$ cat config.mk
export PLATFORM = sky130hd
export DESIGN_NAME = cmp_reload_timer
export DESIGN_NICKNAME = d
export VERILOG_FILES = /design/src/rtl/cmp_timer_pkg.sv /design/src/rtl/tmr_regs.sv /design/src/rtl/tmr_core.sv /design/src/rtl/tmr_flag.sv /design/src/rtl/cmp_reload_timer.sv
export SDC_FILE = /design/constraint.sdc
export NUM_CORES = 1
export LEC_CHECK = 0
export ABC_AREA = 0
export BUFFER_PORTS_ARGS = -buffer_cell sky130_fd_sc_hd__buf_4
export CAP_MARGIN = 10
export CORE_ASPECT_RATIO = 0.5
export CORE_UTILIZATION = 45
export CTS_BUF_LIST = sky130_fd_sc_hd__clkbuf_4
export DETAILED_ROUTE_END_ITERATION = 8
export PLACE_DENSITY = 0.73
export SYNTH_ARGS = -nofsm -noshare
export SYNTH_HDL_FRONTEND = slang
export SYNTH_SLANG_ARGS = --single-unit
$ cat constraint.sdc
create_clock -name clk -period 2.1 [get_ports clk]
set_input_delay 0.42 -clock clk [delete_from_list [all_inputs] [get_ports clk]]
set_output_delay 0.42 -clock clk [all_outputs]
set_load 0.01 [all_outputs]
$ cat src/rtl/cmp_timer_pkg.sv
package cmp_timer_pkg;

    localparam int unsigned ADDR_W = 2;

    localparam logic [ADDR_W-1:0] A_COMPARE = 2'd0;
    localparam logic [ADDR_W-1:0] A_MODE    = 2'd1;
    localparam logic [ADDR_W-1:0] A_CMD     = 2'd2;
    localparam logic [ADDR_W-1:0] A_STATUS  = 2'd3;

    localparam int unsigned CMD_GO_BIT   = 0;
    localparam int unsigned CMD_HALT_BIT = 1;
    localparam int unsigned CLR_BIT      = 0;

    typedef enum logic [1:0] {
        MODE_ONESHOT  = 2'd0,
        MODE_INTERVAL = 2'd1,
        MODE_FREERUN  = 2'd2,
        MODE_FREEALT  = 2'd3
    } tmr_mode_e;

    typedef enum logic [1:0] {
        ACT_ADVANCE,
        ACT_RELOAD,
        ACT_HALT
    } match_act_e;

    typedef struct packed {
        logic go;
        logic halt;
        logic clear;
    } tmr_cmd_t;

    function automatic match_act_e act_on_match(input tmr_mode_e m);
        case (m)
            MODE_ONESHOT:  return ACT_HALT;
            MODE_INTERVAL: return ACT_RELOAD;
            default:       return ACT_ADVANCE;
        endcase
    endfunction

    function automatic logic is_cmd_write(input logic en, input logic [ADDR_W-1:0] a,
                                          input logic go_b, input logic halt_b);
        return en && (a == A_CMD) && (go_b || halt_b);
    endfunction

endpackage

$ cat src/rtl/tmr_regs.sv
module tmr_regs
    import cmp_timer_pkg::*;
#(
    parameter int unsigned W = 18
) (
    input  logic              clk,
    input  logic              rst,
    input  logic              wr_en,
    input  logic [ADDR_W-1:0] wr_addr,
    input  logic [W-1:0]      wr_data,
    output logic [W-1:0]      cmp_q,
    output tmr_mode_e         mode_q,
    output tmr_cmd_t          cmd
);

    always_ff @(posedge clk) begin
        if (rst) begin
            cmp_q  <= '0;
            mode_q <= MODE_ONESHOT;
        end else if (wr_en) begin
            if (wr_addr == A_COMPARE) cmp_q  <= wr_data;
            if (wr_addr == A_MODE)    mode_q <= tmr_mode_e'(wr_data[1:0]);
        end
    end

    always_comb begin
        cmd       = '0;
        cmd.go    = wr_en && (wr_addr == A_CMD) && wr_data[CMD_GO_BIT];
        cmd.halt  = wr_en && (wr_addr == A_CMD) && wr_data[CMD_HALT_BIT];
        cmd.clear = wr_en && (wr_addr == A_STATUS) && wr_data[CLR_BIT];
    end

endmodule

$ cat src/rtl/tmr_core.sv
module tmr_core
    import cmp_timer_pkg::*;
#(
    parameter int unsigned W = 18
) (
    input  logic         clk,
    input  logic         rst,
    input  tmr_cmd_t     cmd,
    input  logic [W-1:0] cmp,
    input  tmr_mode_e    mode,
    output logic [W-1:0] count_q,
    output logic         run_q,
    output logic         hit
);

    localparam logic [W-1:0] STEP = W'(1);

    match_act_e act;

    always_comb begin
        hit = run_q && (count_q == cmp);
        act = act_on_match(mode);
    end

    always_ff @(posedge clk) begin
        if (rst) begin
            count_q <= '0;
            run_q   <= 1'b0;
        end else if (cmd.go) begin
            count_q <= '0;
            run_q   <= 1'b1;
        end else if (cmd.halt) begin
            run_q   <= 1'b0;
        end else if (run_q) begin
            if (hit) begin
                case (act)
                    ACT_HALT:   run_q   <= 1'b0;
                    ACT_RELOAD: count_q <= '0;
                    default:    count_q <= count_q + STEP;
                endcase
            end else begin
                count_q <= count_q + STEP;
            end
        end
    end

endmodule

$ cat src/rtl/tmr_flag.sv
module tmr_flag (
    input  logic clk,
    input  logic rst,
    input  logic hit,
    input  logic clear,
    output logic flag_q
);

    always_ff @(posedge clk) begin
        if (rst)        flag_q <= 1'b0;
        else if (hit)   flag_q <= 1'b1;
        else if (clear) flag_q <= 1'b0;
    end

endmodule

$ cat src/rtl/cmp_reload_timer.sv
module cmp_reload_timer
    import cmp_timer_pkg::*;
#(
    parameter int unsigned W = 18
) (
    input  logic         clk,
    input  logic         rst,
    input  logic         wr_en,
    input  logic [1:0]   wr_addr,
    input  logic [W-1:0] wr_data,
    output logic [W-1:0] count_o,
    output logic         irq_o
);

    logic [W-1:0] cmp_w;
    tmr_mode_e    mode_w;
    tmr_cmd_t     cmd_w;
    logic         run_w;
    logic         hit_w;

    tmr_regs #(.W(W)) u_regs (
        .clk     (clk),
        .rst     (rst),
        .wr_en   (wr_en),
        .wr_addr (wr_addr),
        .wr_data (wr_data),
        .cmp_q   (cmp_w),
        .mode_q  (mode_w),
        .cmd     (cmd_w)
    );

    tmr_core #(.W(W)) u_core (
        .clk     (clk),
        .rst     (rst),
        .cmd     (cmd_w),
        .cmp     (cmp_w),
        .mode    (mode_w),
        .count_q (count_o),
        .run_q   (run_w),
        .hit     (hit_w)
    );

    tmr_flag u_flag (
        .clk    (clk),
        .rst    (rst),
        .hit    (hit_w),
        .clear  (cmd_w.clear),
        .flag_q (irq_o)
    );

endmodule

# [Word-level counts from Yosys, hierarchy flattened]
# Index checks and enable logic that the tools add are counted.
[totals] ff_bits=40 out_inout_bits=19
[classes] n_addsub=1 eq_ne=8 n_mux=10 n_bitwise=1 reduce_logical=13
[op_table] cell="$pmux W18 S2" count=1
[op_table] cell="$add A18 B1 Y18 const B" count=1
[op_table] cell="$eq A18 B18 Y1" count=1
[op_table] cell="$mux W18" count=1
[op_table] cell="$mux W1" count=7
[op_table] cell="$eq A2 B1 Y1 const B" count=3
[op_table] cell="$eq A2 B2 Y1 const B" count=3
[op_table] cell="$logic_and A1 B1 Y1" count=6
[op_table] cell="$logic_not A2 Y1" count=2
[op_table] cell="$pmux W2 S2" count=1
[op_table] cell="$reduce_and A2 Y1" count=2
[op_table] cell="$reduce_and A3 Y1" count=1
[op_table] cell="$ne A2 B2 Y1 const B" count=1
[op_table] cell="$reduce_bool A2 Y1" count=1
[op_table] cell="$reduce_or A2 Y1" count=1
[op_table] cell="$not A1 Y1" count=1

# [Logic depth before layout (Yosys ltp)]
# Gate-level depths: netlist (run 1).
[logic_depth] ltp_word=8 depth_mapped=7 ltp_nobuf=6

# [Modules after synthesis]
# From an unflattened synthesis (run 1), not the netlist that was laid out.
[hier_totals] cells_unflattened=261 hier_area_um2=2322.2
[by_module_without_submodules] module="tmr_core" instances=1 cells_each=166 area_each_um2=1351.3 seq_area_each_um2=380.4
[by_module_without_submodules] module="tmr_regs" instances=1 cells_each=91 area_each_um2=932.1 seq_area_each_um2=400.4
[by_module_without_submodules] module="tmr_flag" instances=1 cells_each=4 area_each_um2=38.8 seq_area_each_um2=20.0

# [Worst setup path after synthesis (run 1)]
# OpenSTA, ideal clock, no wires.
[synth_path] kind="register -> register" from="reg u_core.count_q[1]" to="reg u_core.count_q[10]" setup_ns=0.079 arrival_time_ns=1.706 required_time_ns=2.021 slack_ns=0.316 stages_incl_launch_ff=7 path_buffers=0 cell_sequence="dfxtp_1 > ha_1 > nand3_1 > nor3_1 > nand3_1 > or3_1 > o221ai_2"
[synth_between] elab_chain_len=4
[synth_lines] element="start: declaration" line_no="tmr_core.sv:11" rtl="output logic [W-1:0] count_q,"
[synth_lines] element="start signal: assignment" line_no="tmr_core.sv:39" rtl="default: count_q <= count_q + STEP;"
[synth_lines] element="start signal: assignment" line_no="tmr_core.sv:42" rtl="count_q <= count_q + STEP;"
[synth_lines] element="branches (longest 4 deep; another with $add A18 B1 Y18)"
# Several ways; the timed one is not identified.
# A chain may end at the register's enable or synchronous reset.

# [Final worst setup path (run 1)]
[layout_path] from="reg u_core.count_q[0]" to="reg u_core.count_q[12]"
# Same word-level chain as after synthesis.

==> flow_summary.yaml, run 1 <==
run_status:
  status: "finished clean"
synthesis:
  yosysSeqAreaShare: 0.365
  synth_warnings: 0
  syn_area_um2: 2190
  syn_inst: 264
  synth_area_per_cell_um2: 8.31
  synth_seq_cells: 40
  synth_cell_types: 46
  syn_nets: 288
global_routing:
  grt_max_degree: 23
  grt_pass1_vias: 1902
  antenna_found_initial: 0
  grt_pass1_wl_mm: 9.56
  grt.total_usage: 0.252
  grt-ovfl-total: 0
critical_path:
  cp-end-kind: "register"
  path_class: "reg -> reg"
  cp_max_fo: 5
  ff2ff_path_depth: 6
  arrival_ns: 2.24
  required_ns: 2.36
  startpoint_type: "register"
cts:
  cts_sinks: 40
  htree_levels: 2
  cts_tree: "yes"
  postCtsSetupBuffers: 0
  cts.clk_slew.worst_paths_ns: 0.13
  cts_hold_buf: 0
  clkLatencyLatePin_ns: 0.36
  cts_buffers: 5
  cts-root-buf: "clkbuf_4"
  cts_buffer_depth: 2
min_path:
  hold_path.class: "in -> reg"
  holdPathStages: 3
pwr:
  p_total_mw: 1.42
  ir_drop_mv: 0.332
  power.density_nw_per_um2: 509
  p_leak_nw: 1.15
route:
  dr.pass1.iters: 4
  drtAntennaViolNets: 0
  vias: 2116
  postRouteWirelength_mm: 6.03
  via_per_inst: 5.44
  route.detailed.wl_per_inst_um: 15.5
  dr.first_iter.drc_count: 186
  drcViolationCount: 0
die:
  row_count: 17
  initial_core_util: 0.484
  die_y_um: 51.4
  die_w_um: 101
  pin_count: 42
  core_region_area_um2: 4530
  dieArea_um2: 5170
timing:
  post-route-min-period_ns: 1.98
  slew_headroom: 0.657
  fin_tns_setup_ns: 0
  worst_pin_slew_ns: 0.514
  maxSlewViolCount: 0
  finalHoldViolCount: 0
  fin_skew_ns: 0.0106
  max_freq_mhz: 504
  finalSetupViolations: 0
  grt_setup_unrepaired: "no"
  fin_crit_sh: 0.944
place:
  place_hpwl_mm: 4.60
  place_congestion: 0.869
  portBuffers: 41
layout:
  seqCellArea_um2: 803
  final_common_cell: "buf_4"
  nFillCells: 405
  drive_gt1_frac: 0.303
  layout_common_cells: "66 x buf_4, 50 x nand2_1, 38 x dfxtp_1"
  n_antenna_cell: 0
  finish.utilization: 0.615
  multi_input_area_um2: 1300
  area_growth_pct: 27.0
  nets: 347
job:
  maxCapViolCount: 0
[cells in the mapped netlist, drive strengths merged]
master / number / area share
nand2: 51 / 0.088
and2: 1 / 0.0029
nand3: 9 / 0.023
nor2: 12 / 0.021
a21oi: 20 / 0.046
o22ai: 3 / 0.011
nor3: 3 / 0.0068
and4: 1 / 0.0040
o32a: 1 / 0.0046
or2: 5 / 0.014
o2111ai: 8 / 0.032
o21ai: 6 / 0.014
nor2b: 1 / 0.0029
inv: 14 / 0.024
nor4: 7 / 0.030
mux2i: 6 / 0.027
buf: 5 / 0.014
or3: 8 / 0.023
o221ai: 8 / 0.055
nand4: 7 / 0.020
clkbuf: 9 / 0.015
ha: 1 / 0.0057
nand4b: 2 / 0.0080
nand3b: 2 / 0.0068
o211ai: 2 / 0.0091
o32ai: 5 / 0.023
a211oi: 2 / 0.0068
nand2b: 1 / 0.0029
o41ai: 1 / 0.0040
o41a: 1 / 0.0051
xor2: 15 / 0.060
and3: 1 / 0.0029
dfxtp: 40 / 0.37
xnor2: 3 / 0.012
o21a: 2 / 0.0068
a2bb2oi: 1 / 0.0040
[sequential cells by signal (all words and copies together) (netlist names)]
name,count
u_flag.flag_q,1
u_core.run_q,1
u_regs.mode_q,2
u_regs.cmp_q,18
u_core.count_q,18
[critical path, cell delays in order, from the launching register on]
cell,delay (ns)
dfxtp_1,0.46
ha_1,0.22
nand3_1,0.17
or3_1,0.41
nor4_1,0.28
a21oi_1,0.08
o32ai_1,0.27
[where the power goes]
group          leakage, nW  total (mW)  switching (mW)  internal (mW)
logic                0.794       0.226           0.125          0.101
registers            0.325       0.796          0.0185          0.777
clock network       0.0271       0.397           0.274          0.122
total                 1.15        1.42           0.418           1.00
[through the flow]
| step | hold WS, ns | cell area (um^2) | worst slack (ns) | instances |
|---|---|---|---|---|
| 6_report | 0.295 | 2790 | 0.117 | 389 |
| 5_1_grt | 0.286 | 2790 | 0.00717 | 389 |
| 3_3_place_gp | 0.458 | 2710 | -0.105 | 382 |
| 4_1_cts | 0.294 | 2770 | 0.0838 | 389 |
| 2_1_floorplan | 0.442 | 2190 | 0.316 | 264 |
| 3_5_place_dp | 0.462 | 2710 | -0.107 | 382 |
[per-layer routing]
| layer | up-vias | GRT usage | wire length [um] |
|---|---|---|---|
| li1 | 1076 | - | - |
| met1 | 956 | 0.371 | 2950 |
| met5 | - | 0 | 0 |
| met3 | 9 | 0.0629 | 541 |
| met4 | 0 | 0.0700 | 61 |
| met2 | 75 | 0.358 | 2480 |
[cell families after synthesis]
logic type | Yosys count | synth area share
flip-flops | 40 | 0.365
multiplexers | 6 | 0.0274
XOR/XNOR | 18 | 0.0719
buffers and inverters | 28 | 0.0530
adder cells (fa/ha/maj) | 1 | 0.00570
AND/OR/NAND/NOR | 111 | 0.256
AO/OA/AOI/OAI | 60 | 0.221
[worst paths after layout]
kind / startpoint / to / slack [ns]
worst max-delay path: u_core.count_q[0] / u_core.count_q[12] / 0.12
worst min-delay path: wr_data[3] / u_regs.cmp_q[3] / 0.30
worst max register to register: u_core.count_q[0] / u_core.count_q[12] / 0.12
worst min register to register: u_regs.cmp_q[8] / u_regs.cmp_q[8] / 0.48
[timing repair]
item	in CTS	in global routing
endpoints found under the setup margin	13	10
resized for setup	2	4
hold endpoints to repair	0	0
gates cloned	0	0
[final cells by class]
class	count	area share
Inverter	14	0.0189
Tap cell	66	0.0296
Clock inverter	2	0.00449
Clock buffer	5	0.0135
Multi-Input combinational cell	196	0.467
Sequential cell	40	0.288
Timing Repair Buffer	66	0.178
Power figures use the tool's default switching activity.
==> run 2, diff against run 1 <==
REMOVE_ABC_BUFFERS = 1   (was default)
SLEW_MARGIN = 25   (was default)
==> run 2 against run 1 <==
Against the previous run: clock-buffer cell count stayed put; non-clock buffer count stayed put; register-to-register slack better by 0.05 ns; worst setup slack gained 0.050 ns; clock power down 1%; hold slack got worse by 0.019 ns; global-route usage grew 0.39 points; highest routed layer unchanged; first-iteration DRC count decreased by 18%; critical path type unchanged; largest power group unchanged; largest cell class unchanged; sequential power is essentially flat; die area is the same; combinational power decreased by 7%; final area shrank 0.94%.
==> flow_summary.yaml, run 2 (synthesis results as in run 1) <==
run_status:
  status: "finished clean"
pwr:
  p_leak_nw: 1.14
  ir_drop_mv: 0.246
  p_total_mw: 1.40
  power.density_nw_per_um2: 506
die:
  dieArea_um2: 5170
  pin_count: 42
  row_count: 17
  initial_core_util: 0.484
  die_y_um: 51.4
  die_w_um: 101
  core_region_area_um2: 4530
layout:
  layout.cells.non_filler: 389
  nets: 347
  reg_top3: "u_core.count_q (18), u_regs.cmp_q (18), u_regs.mode_q (2)"
  n_antenna_cell: 0
  multi_input_area_um2: 1280
  area_growth_pct: 25.8
  finish.utilization: 0.609
  layout_common_cells: "66 x buf_4, 50 x nand2_1, 39 x dfxtp_1"
  nFillCells: 411
  seqCellArea_um2: 802
  final_common_cell: "buf_4"
  drive_gt1_frac: 0.294
critical_path:
  ff2ff_path_depth: 5
  path_class: "reg -> reg"
  worstSetupEndpoint: "u_core.count_q[6]"
  cp-end-kind: "register"
  startpoint_type: "register"
  arrival_ns: 2.23
  worst-r2r-setup-slack_ns: 0.17
  crit_path_start: "u_core.count_q[15]"
  cp_max_fo: 10
  required_ns: 2.40
  rr_startpoint: "u_core.count_q[15]"
  r2r_end: "u_core.count_q[6]"
timing:
  fin_skew_ns: 0.00712
  fin_tns_setup_ns: 0
  post-route-min-period_ns: 1.93
  slew_headroom: 0.554
  max_freq_mhz: 517
  maxSlewViolCount: 0
  finalHoldViolCount: 0
  layout_setup_ws_ns: 0.167
  finalSetupViolations: 0
  grt_setup_unrepaired: "no"
  worst_pin_slew_ns: 0.668
  fin_crit_sh: 0.920
min_path:
  hold_path.class: "in -> reg"
  hp-start: "wr_data[2]"
cts:
  cts_hold_buf: 0
  clkLatencyLatePin_ns: 0.37
  cts_sinks: 40
  cts_buffers: 5
  htree_levels: 2
  cts-root-buf: "clkbuf_4"
  cts.clk_slew.worst_paths_ns: 0.12
  cts_buffer_depth: 2
  cts_tree: "yes"
global_routing:
  grt-ovfl-total: 0
  gr-usage-met1: 0.360
  grt_pass1_wl_mm: 9.74
  grtUsageMet3: 0.0876
  grt.total_usage: 0.256
  use_met2: 0.353
  grt_max_degree: 23
  grt_pass1_vias: 1927
  antenna_found_initial: 0
  busiest_layer: "met1"
place:
  portBuffers: 41
  dp.cells: 382
  post-place-ws_ns: 0.0351
  place_congestion: 0.870
  place_hpwl_mm: 4.53
route:
  drtAntennaViolNets: 0
  vias: 2202
  drcViolationCount: 0
  postRouteWirelength_mm: 6.13
  dr.pass1.iters: 5
  route.detailed.wl_per_inst_um: 15.8
  via_per_inst: 5.66
  dr.first_iter.drc_count: 152
job:
  maxCapViolCount: 0
[run 2: cell counts in the layout (fill, tap and decap cells not counted)]
Identical to the previous run, type by type.
[run 2: cell type report]
| class | instances | area share |
|---|---|---|
| Timing Repair Buffer | 66 | 0.180 |
| Inverter | 14 | 0.0190 |
| Multi-Input combinational cell | 196 | 0.463 |
| Clock buffer | 5 | 0.0136 |
| Tap cell | 66 | 0.0299 |
| Clock inverter | 2 | 0.00453 |
| Sequential cell | 40 | 0.291 |
[run 2: power breakdown]
group / leakage (nW) / switching [mW] / internal [mW] / total, mW
registers: 0.324 / 0.0176 / 0.777 / 0.794
logic: 0.787 / 0.119 / 0.0901 / 0.210
clock network: 0.0271 / 0.270 / 0.122 / 0.392
[run 2: repair_timing]
item                                    in CTS  in global routing
gates resized for setup                      0                  2
endpoints found under the setup margin       0                 13
buffers inserted                             0                  0
[run 2: layer usage]
| metal | wire length (um) | vias to the layer above |
|---|---|---|
| met3 | 608 | 13 |
| met4 | 109 | 0 |
| met1 | 2840 | 1010 |
| met5 | 0 | - |
| li1 | - | 1071 |
| met2 | 2580 | 108 |
[run 2: how the worst min path moves through the flow]
stage | slack (ns) | endpoint | depth (start not counted)
after floorplan | 0.44 | u_regs.cmp_q[12] | 2
after global placement | 0.45 | u_regs.cmp_q[1] | 2
after detailed placement | 0.46 | u_regs.cmp_q[4] | 2
after CTS | 0.26 | u_regs.cmp_q[5] | 3
after global routing | 0.27 | u_regs.cmp_q[5] | 3
final | 0.28 | u_regs.cmp_q[2] | 3
[run 2: critical path, stage by stage (launching register included)]
cell and delay, ns:
dfxtp_1 0.47, xor2_1 0.14, nor4_4 0.34, nand2_2 0.14, o32a_2 0.55, o221ai_2 0.21
[run 2: stage by stage]
step	instance area, um^2	hold slack [ns]
detailed placement	2710	0.461
CTS	2760	0.265
finish	2760	0.276
global route	2760	0.270
floorplan	2130	0.442
global placement	2710	0.455
